[src/rtl/dma_seq_pkg.sv]
package dma_seq_pkg;

  typedef enum logic [2:0] {
    ST_IDLE,
    ST_CHECK,
    ST_READ,
    ST_WRITE,
    ST_DONE
  } seq_state_e;

  // control word field positions
  localparam int unsigned BIT_ENABLE = 31;
  localparam int unsigned BIT_IRQ    = 30;
  localparam int unsigned MODE_LSB   = 27;
  localparam int unsigned BIT_WIDE   = 26;
  localparam int unsigned BIT_RPT    = 25;
  localparam int unsigned SCTL_LSB   = 23;
  localparam int unsigned DCTL_LSB   = 21;

  localparam logic [2:0] MODE_NOW  = 3'd0;
  localparam logic [2:0] MODE_FIFO = 3'd7;

  localparam logic [1:0] CTL_INC = 2'd0;
  localparam logic [1:0] CTL_DEC = 2'd1;
  localparam logic [1:0] CTL_RLD = 2'd3;

endpackage

[src/rtl/dma_seq_pick.sv]
module dma_seq_pick #(
  parameter int unsigned NCH = 4,
  parameter int unsigned CHW = 2
) (
  input  logic [NCH-1:0] req_i,
  output logic           any_o,
  output logic [CHW-1:0] idx_o,
  output logic [NCH-1:0] grant_o
);

  // fixed priority: lowest index wins
  for (genvar g = 0; g < NCH; g++) begin : g_grant
    if (g == 0) begin : g_first
      assign grant_o[g] = req_i[g];
    end else begin : g_rest
      assign grant_o[g] = req_i[g] & ~(|req_i[g-1:0]);
    end
  end

  assign any_o = |req_i;

  always_comb begin
    idx_o = '0;
    for (int i = 0; i < NCH; i++) begin
      if (grant_o[i]) idx_o = idx_o | CHW'(i);
    end
  end

endmodule

[src/rtl/dma_seq_step.sv]
module dma_seq_step #(
  parameter int unsigned AW     = 28,
  parameter bit          IS_DST = 1'b0
) (
  input  logic [AW-1:0] addr_i,
  input  logic [1:0]    ctl_i,
  input  logic          wide_i,
  output logic [AW-1:0] addr_o
);
  import dma_seq_pkg::*;

  logic [AW-1:0] stride;
  logic          up;
  logic          down;

  always_comb begin
    stride = wide_i ? AW'(4) : AW'(2);
    up     = (ctl_i == CTL_INC) || (IS_DST && (ctl_i == CTL_RLD));
    down   = (ctl_i == CTL_DEC);
    if (up)        addr_o = addr_i + stride;
    else if (down) addr_o = addr_i - stride;
    else           addr_o = addr_i;
  end

endmodule

[src/rtl/dma_seq.sv]
module dma_seq
  import dma_seq_pkg::*;
#(
  parameter int unsigned NCH   = 4,
  parameter int unsigned AW    = 28,
  parameter int unsigned CW    = 21,
  parameter int unsigned CHUNK = 112,
  localparam int unsigned CHW  = (NCH > 1) ? $clog2(NCH) : 1
) (
  input  logic                     clk,
  input  logic                     rst_n,
  input  logic [NCH-1:0]           active_i,
  input  logic [NCH-1:0][31:0]     ctrl_i,
  input  logic [NCH-1:0][AW-1:0]   src_i,
  input  logic [NCH-1:0][AW-1:0]   dst_i,
  input  logic [NCH-1:0][AW-1:0]   dst_prog_i,
  input  logic [NCH-1:0][CW-1:0]   cnt_i,
  input  logic                     fifo_half_i,
  output logic                     bus_req_o,
  output logic                     bus_we_o,
  output logic                     bus_wide_o,
  output logic [AW-1:0]            bus_addr_o,
  output logic [31:0]              bus_wdata_o,
  input  logic [31:0]              bus_rdata_i,
  input  logic                     bus_ack_i,
  output logic [NCH-1:0]           act_clr_o,
  output logic [NCH-1:0]           act_set_o,
  output logic [NCH-1:0]           irq_o,
  output logic                     wb_valid_o,
  output logic [CHW-1:0]           wb_chan_o,
  output logic [AW-1:0]            wb_src_o,
  output logic [AW-1:0]            wb_dst_o,
  output logic [CW-1:0]            wb_cnt_o,
  output logic                     wb_disable_o
);

  localparam int unsigned BW = $clog2(CHUNK + 1);

  seq_state_e     state_q, state_d;
  logic [CHW-1:0] ch_q;
  logic [31:0]    ctrl_q;
  logic [AW-1:0]  src_q, dst_q;
  logic [CW-1:0]  rem_q;
  logic [BW-1:0]  burst_q;
  logic [31:0]    data_q;

  logic           pick_any;
  logic [CHW-1:0] pick_idx;
  logic [NCH-1:0] pick_grant;
  logic [AW-1:0]  src_nx, dst_nx;

  logic           ld_start, ld_data, ld_step;
  logic [2:0]     mode;
  logic           wide, is_fifo, chunk_full;
  logic           finished, rpt, reload, stop, in_done;
  logic [NCH-1:0] ch_onehot;
  logic           unused_enable;

  dma_seq_pick #(.NCH(NCH), .CHW(CHW)) i_pick (
    .req_i   (active_i),
    .any_o   (pick_any),
    .idx_o   (pick_idx),
    .grant_o (pick_grant)
  );

  dma_seq_step #(.AW(AW), .IS_DST(1'b0)) i_src_step (
    .addr_i (src_q),
    .ctl_i  (ctrl_q[SCTL_LSB +: 2]),
    .wide_i (wide),
    .addr_o (src_nx)
  );

  dma_seq_step #(.AW(AW), .IS_DST(1'b1)) i_dst_step (
    .addr_i (dst_q),
    .ctl_i  (ctrl_q[DCTL_LSB +: 2]),
    .wide_i (wide),
    .addr_o (dst_nx)
  );

  // decode of the latched control word
  always_comb begin
    mode          = ctrl_q[MODE_LSB +: 3];
    wide          = ctrl_q[BIT_WIDE];
    is_fifo       = (mode == MODE_FIFO);
    chunk_full    = is_fifo && (burst_q == BW'(CHUNK));
    finished      = !(is_fifo && (rem_q != '0));
    rpt           = ctrl_q[BIT_RPT] && (mode != MODE_NOW);
    reload        = finished && rpt;
    stop          = finished && !rpt;
    in_done       = (state_q == ST_DONE);
    ch_onehot     = NCH'(1) << ch_q;
    unused_enable = ctrl_q[BIT_ENABLE];
  end

  // next state and clock enables
  always_comb begin
    state_d  = state_q;
    ld_start = 1'b0;
    ld_data  = 1'b0;
    ld_step  = 1'b0;
    unique case (state_q)
      ST_IDLE: begin
        if (pick_any) begin
          ld_start = 1'b1;
          state_d  = ST_CHECK;
        end
      end
      ST_CHECK: begin
        if ((rem_q == '0) || chunk_full) state_d = ST_DONE;
        else                             state_d = ST_READ;
      end
      ST_READ: begin
        if (bus_ack_i) begin
          ld_data = 1'b1;
          state_d = ST_WRITE;
        end
      end
      ST_WRITE: begin
        if (bus_ack_i) begin
          ld_step = 1'b1;
          state_d = ST_CHECK;
        end
      end
      ST_DONE:  state_d = ST_IDLE;
      default:  state_d = ST_IDLE;
    endcase
  end

  always_ff @(posedge clk or negedge rst_n) begin
    if (!rst_n) state_q <= ST_IDLE;
    else        state_q <= state_d;
  end

  always_ff @(posedge clk or negedge rst_n) begin
    if (!rst_n) begin
      ch_q    <= '0;
      ctrl_q  <= '0;
      src_q   <= '0;
      dst_q   <= '0;
      rem_q   <= '0;
      burst_q <= '0;
    end else if (ld_start) begin
      ch_q    <= pick_idx;
      ctrl_q  <= ctrl_i[pick_idx];
      src_q   <= src_i[pick_idx];
      dst_q   <= dst_i[pick_idx];
      rem_q   <= cnt_i[pick_idx];
      burst_q <= '0;
    end else if (ld_step) begin
      src_q   <= src_nx;
      dst_q   <= dst_nx;
      rem_q   <= rem_q - CW'(1);
      burst_q <= burst_q + BW'(1);
    end
  end

  always_ff @(posedge clk or negedge rst_n) begin
    if (!rst_n)       data_q <= '0;
    else if (ld_data) data_q <= bus_rdata_i;
  end

  // bus side
  always_comb begin
    bus_req_o   = (state_q == ST_READ) || (state_q == ST_WRITE);
    bus_we_o    = (state_q == ST_WRITE);
    bus_wide_o  = wide;
    bus_addr_o  = bus_we_o ? dst_q : src_q;
    bus_wdata_o = wide ? data_q : {16'h0000, data_q[15:0]};
  end

  // register update side
  always_comb begin
    if (ld_start)           act_clr_o = pick_grant;
    else if (in_done && stop) act_clr_o = ch_onehot;
    else                    act_clr_o = '0;
    act_set_o    = (in_done && is_fifo && fifo_half_i && !stop) ? ch_onehot : '0;
    irq_o        = (in_done && finished && ctrl_q[BIT_IRQ]) ? ch_onehot : '0;
    wb_valid_o   = in_done;
    wb_chan_o    = ch_q;
    wb_src_o     = src_q;
    wb_dst_o     = (reload && (ctrl_q[DCTL_LSB +: 2] == CTL_RLD)) ? dst_prog_i[ch_q] : dst_q;
    wb_cnt_o     = reload ? ctrl_q[CW-1:0] : rem_q;
    wb_disable_o = in_done && stop;
  end

endmodule

[config.mk]
export PLATFORM = sky130hd
export DESIGN_NAME = dma_seq
export DESIGN_NICKNAME = d
export VERILOG_FILES = /design/src/rtl/dma_seq_pkg.sv /design/src/rtl/dma_seq_pick.sv /design/src/rtl/dma_seq_step.sv /design/src/rtl/dma_seq.sv
export SDC_FILE = /design/constraint.sdc
export NUM_CORES = 1
export LEC_CHECK = 0
export ABC_AREA = 1
export BUFFER_PORTS_ARGS = -buffer_cell sky130_fd_sc_hd__buf_2
export CAP_MARGIN = 25
export CORE_AREA = 2 2 290 292
export CTS_CLUSTER_DIAMETER = 50
export CTS_CLUSTER_SIZE = 24
export DETAILED_ROUTE_END_ITERATION = 12
export DIE_AREA = 0 0 292 294
export GPL_TIMING_DRIVEN = 1
export PLACE_DENSITY = 0.36
export SLEW_MARGIN = 20
export SYNTH_ARGS = -nofsm -noshare
export SYNTH_HDL_FRONTEND = slang
export SYNTH_SLANG_ARGS = --single-unit
[constraint.sdc]
create_clock -name clk -period 3.3 [get_ports clk]
set_input_delay 0.66 -clock clk [delete_from_list [all_inputs] [get_ports clk]]
set_output_delay 0.66 -clock clk [all_outputs]
set_load 0.05 [all_outputs]
==> metrics.yaml <==
run_status:
  run_status: "finished clean"
worst_setup_path:
  worst_setup_path_startpoint: "rem_q[1]"
  critical_path.max_fanout: 7
  cpMaxStageDelayCell: "dfrtp_1"
  critical_path.n_buffers_inverters: 5
  slowest_delay_ns: 0.40
  critPathArrivalTime_ns: 2.51
  timing.critical_path.required_ns: 2.64
  path_class: "reg2out"
  timing.critical_path.to_type: "output pin"
  worstPathCellList: "inv_2 -> ha_1 -> nand2_2 -> nor2_4 -> nand3_4 -> nand2_4 -> nand2_4 -> nor2_4 -> buf_12 -> buf_12 -> buf_16 -> nand2_1 -> o21ai_0 -> buf_4"
  critical_path.top_delay_family: "buffers and inverters"
  cp-start-kind: "flop"
  timing.rr.start: "ctrl_q[21]"
pwr:
  p_sw_w: 0.0175
  power.density_nw_per_um2: 1290
  ir_worst_vdd_mv: 0.857
  share_comb_of_total_power: 0.790
  power.clock.fraction: 0.077
  power.share.switching: 0.629
  p_leak_nw: 10.7
  p_int_w: 0.0103
  power_frac_seq: 0.132
synth:
  async_reset_ff_frac: 1.00
  synth.area.top_cells: "dfrtp_1 25%, nand2_1 13%, nor2_1 11%"
  ys_seq_area_frac: 0.248
  synthesis.area_um2: 15300
  yosysUniqueCellTypes: 54
  synth_seq_cells: 152
  synthFlopType: "dfrtp_1"
  synth.yosys.warnings: 0
  synth_fp_nets: 3160
  post-synth-top-area-fraction: 0.248
  synth_cells: 2536
  synth.most_common_cell: "nand2_1"
  synthTopCellsByCount: "544 x nand2_1, 450 x nor2_1, 271 x o21ai_0"
  synth.avg_cell_area_um2: 6.04
  synth_enable_flop_cells: 0
  synth_largest_area_cell: "dfrtp_1"
sta:
  fin_setup_tns_ns: 0
  max_slew.worst_pin.slew_ns: 0.956
  timing.hold.ws_ns: 0.165
  timing.final.crit_period_ns: 3.17
  final_max_slew_viol_count: 0
  setup-violations-final: 0
  clock-skew-final_ns: 0.0161
  max_clock_freq_mhz: 315
  finalHoldViolations: 0
  portion_of_the_clock_cycle_consumed_by_the_worst_path_in_the_final_layout: 0.962
  slew-limit-headroom: 0.362
clock_tree:
  cts_tree: "done"
  cts-buffers-inserted: 17
  ctsHtreeMaxLevel: 4
  clkSlewWorstSetupHoldPaths_ns: 0.08
  cts_hold_buffers: 0
  cts_root_buffer: "clkbuf_16"
  clock-sinks: 152
  clkLatencyLatePin_ns: 0.50
  ctsLongestPathBuffers: 2
global_routing:
  antenna_found_initial: 34
  grt_pass1_vias: 20000
  grt_first_pass_wirelength_um: 138000
  grt_util_all_layers: 0.221
  global_route.overflow_total: 0
  largest_net_degree_at_the_start_of_global_routing: 97
cells_and_area:
  final_area_um2: 21500
  final_layout_size_suffix_gt1_frac: 0.308
  nFillCells: 9654
  nets: 3839
  final_core_utilization: 0.260
  layoutNonFillerInstCount: 4323
  area_delta_synth_final_pct: 40.4
route:
  via_count: 19800
  drt_first_pass_iters: 5
  routed_wirelength_um: 97400
  wire_per_inst_um: 22.5
  dr_vias_cell: 4.58
  initialDrtViolationCount: 985
  final_antenna_net_count: 0
  drcViolationCount: 0
die:
  num_rows: 106
  floorplan.initialDensity: 0.185
  design.portCount: 744
  die_span_y_um: 294
  die-area_um2: 85800
  die_w_um: 292
  fp.coreArea_um2: 82900
place:
  place_area_um2: 20500
  gp_routability_congestion: 0.888
  dp.final_hpwl_um: 78700
  io_buffer_count: 739
  place_inst: 4260
flow_run:
  maximum_capacitance_violations: 0
worst_hold_path:
  path_category_of_the_worst_min_delay_check: "in2async"
## layout make-up
type / count / area, um^2 / area share
tap: 1080 / 1350 / 0.0628
clock buffer: 17 / 425 / 0.0198
inverter: 217 / 832 / 0.0387
multi-input combinational: 2003 / 10000 / 0.465
clock inverter: 15 / 179 / 0.00832
timing repair buffer: 824 / 4880 / 0.227
antenna: 15 / 37.5 / 0.00174
sequential: 152 / 3810 / 0.177
## metrics by stage
step                      setup WS [ns]  power, W
after floorplan                  0.0802    0.0182
after global placement            0.288    0.0256
after detailed placement          0.294    0.0254
after CTS                      0.000995    0.0282
after global routing            -0.0126    0.0303
final                             0.126    0.0278
## flip-flops by register name (all words and copies together) (netlist names)
| register | cells |
|---|---|
| dst_q | 28 |
| rem_q | 21 |
| ctrl_q | 31 |
| wb_src_o | 28 |
| state_q | 3 |
| burst_q | 7 |
| data_q | 32 |
| wb_chan_o | 2 |
## logic make-up (layout without fill, tap and decap cells)
kind of cell    Yosys count  in the layout  synth area share
mux                      33             33            0.0243
xor+xnor                 22             22            0.0131
buf+inv                 381           1073             0.108
compound gates          539            539             0.197
fa+ha+maj                36             36            0.0304
other cells               0             15                 0
flops                   152            152             0.248
simple gates           1373           1373             0.380
## what timing repair did
item                       CTS  global route
buffers inserted            11             3
gates cloned                 3             0
pin swaps                    5             2
gates resized for setup     70            17
setup endpoints to repair   52            24
## power groups by stage
stage,registers [W],logic (W),clock network (W)
finish,0.00368,0.0220,0.00216
global route,0.00381,0.0242,0.00232
CTS,0.00367,0.0222,0.00225
detailed placement,0.00371,0.0217,0
global placement,0.00371,0.0218,0
floorplan,0.00400,0.0142,0
## cells in the final DEF, fill, tap and decap left out, types with 76 or more instances in the layout
cell type and instances:
a21oi_1 117, buf_2 688, buf_4 101, dfrtp_1 146
inv_1 198, nand2_1 537, nand3_1 196, nor2_1 441
nor3_1 76, o21ai_0 255
## routing by layer
metal | track usage | share of wire
met5 | 0 | 0.0022
met4 | 0.0710 | 0.028
met3 | 0.0528 | 0.066
met2 | 0.384 | 0.49
met1 | 0.266 | 0.41
## final timing paths
path | endpoint | depth (start not counted) | slack [ns]
setup reg to reg | dst_q[26] | 18 | 0.40
hold reg to reg | ctrl_q[14] | 2 | 0.50
setup / recovery | wb_dst_o[26] | 14 | 0.13
min in group clk | data_q[21] | 2 | 0.38
max in group asynchronous | wb_src_o[15] | 2 | 2.23
hold / removal | rem_q[1] | 1 | 0.17
(Power assumes the default switching activity.)
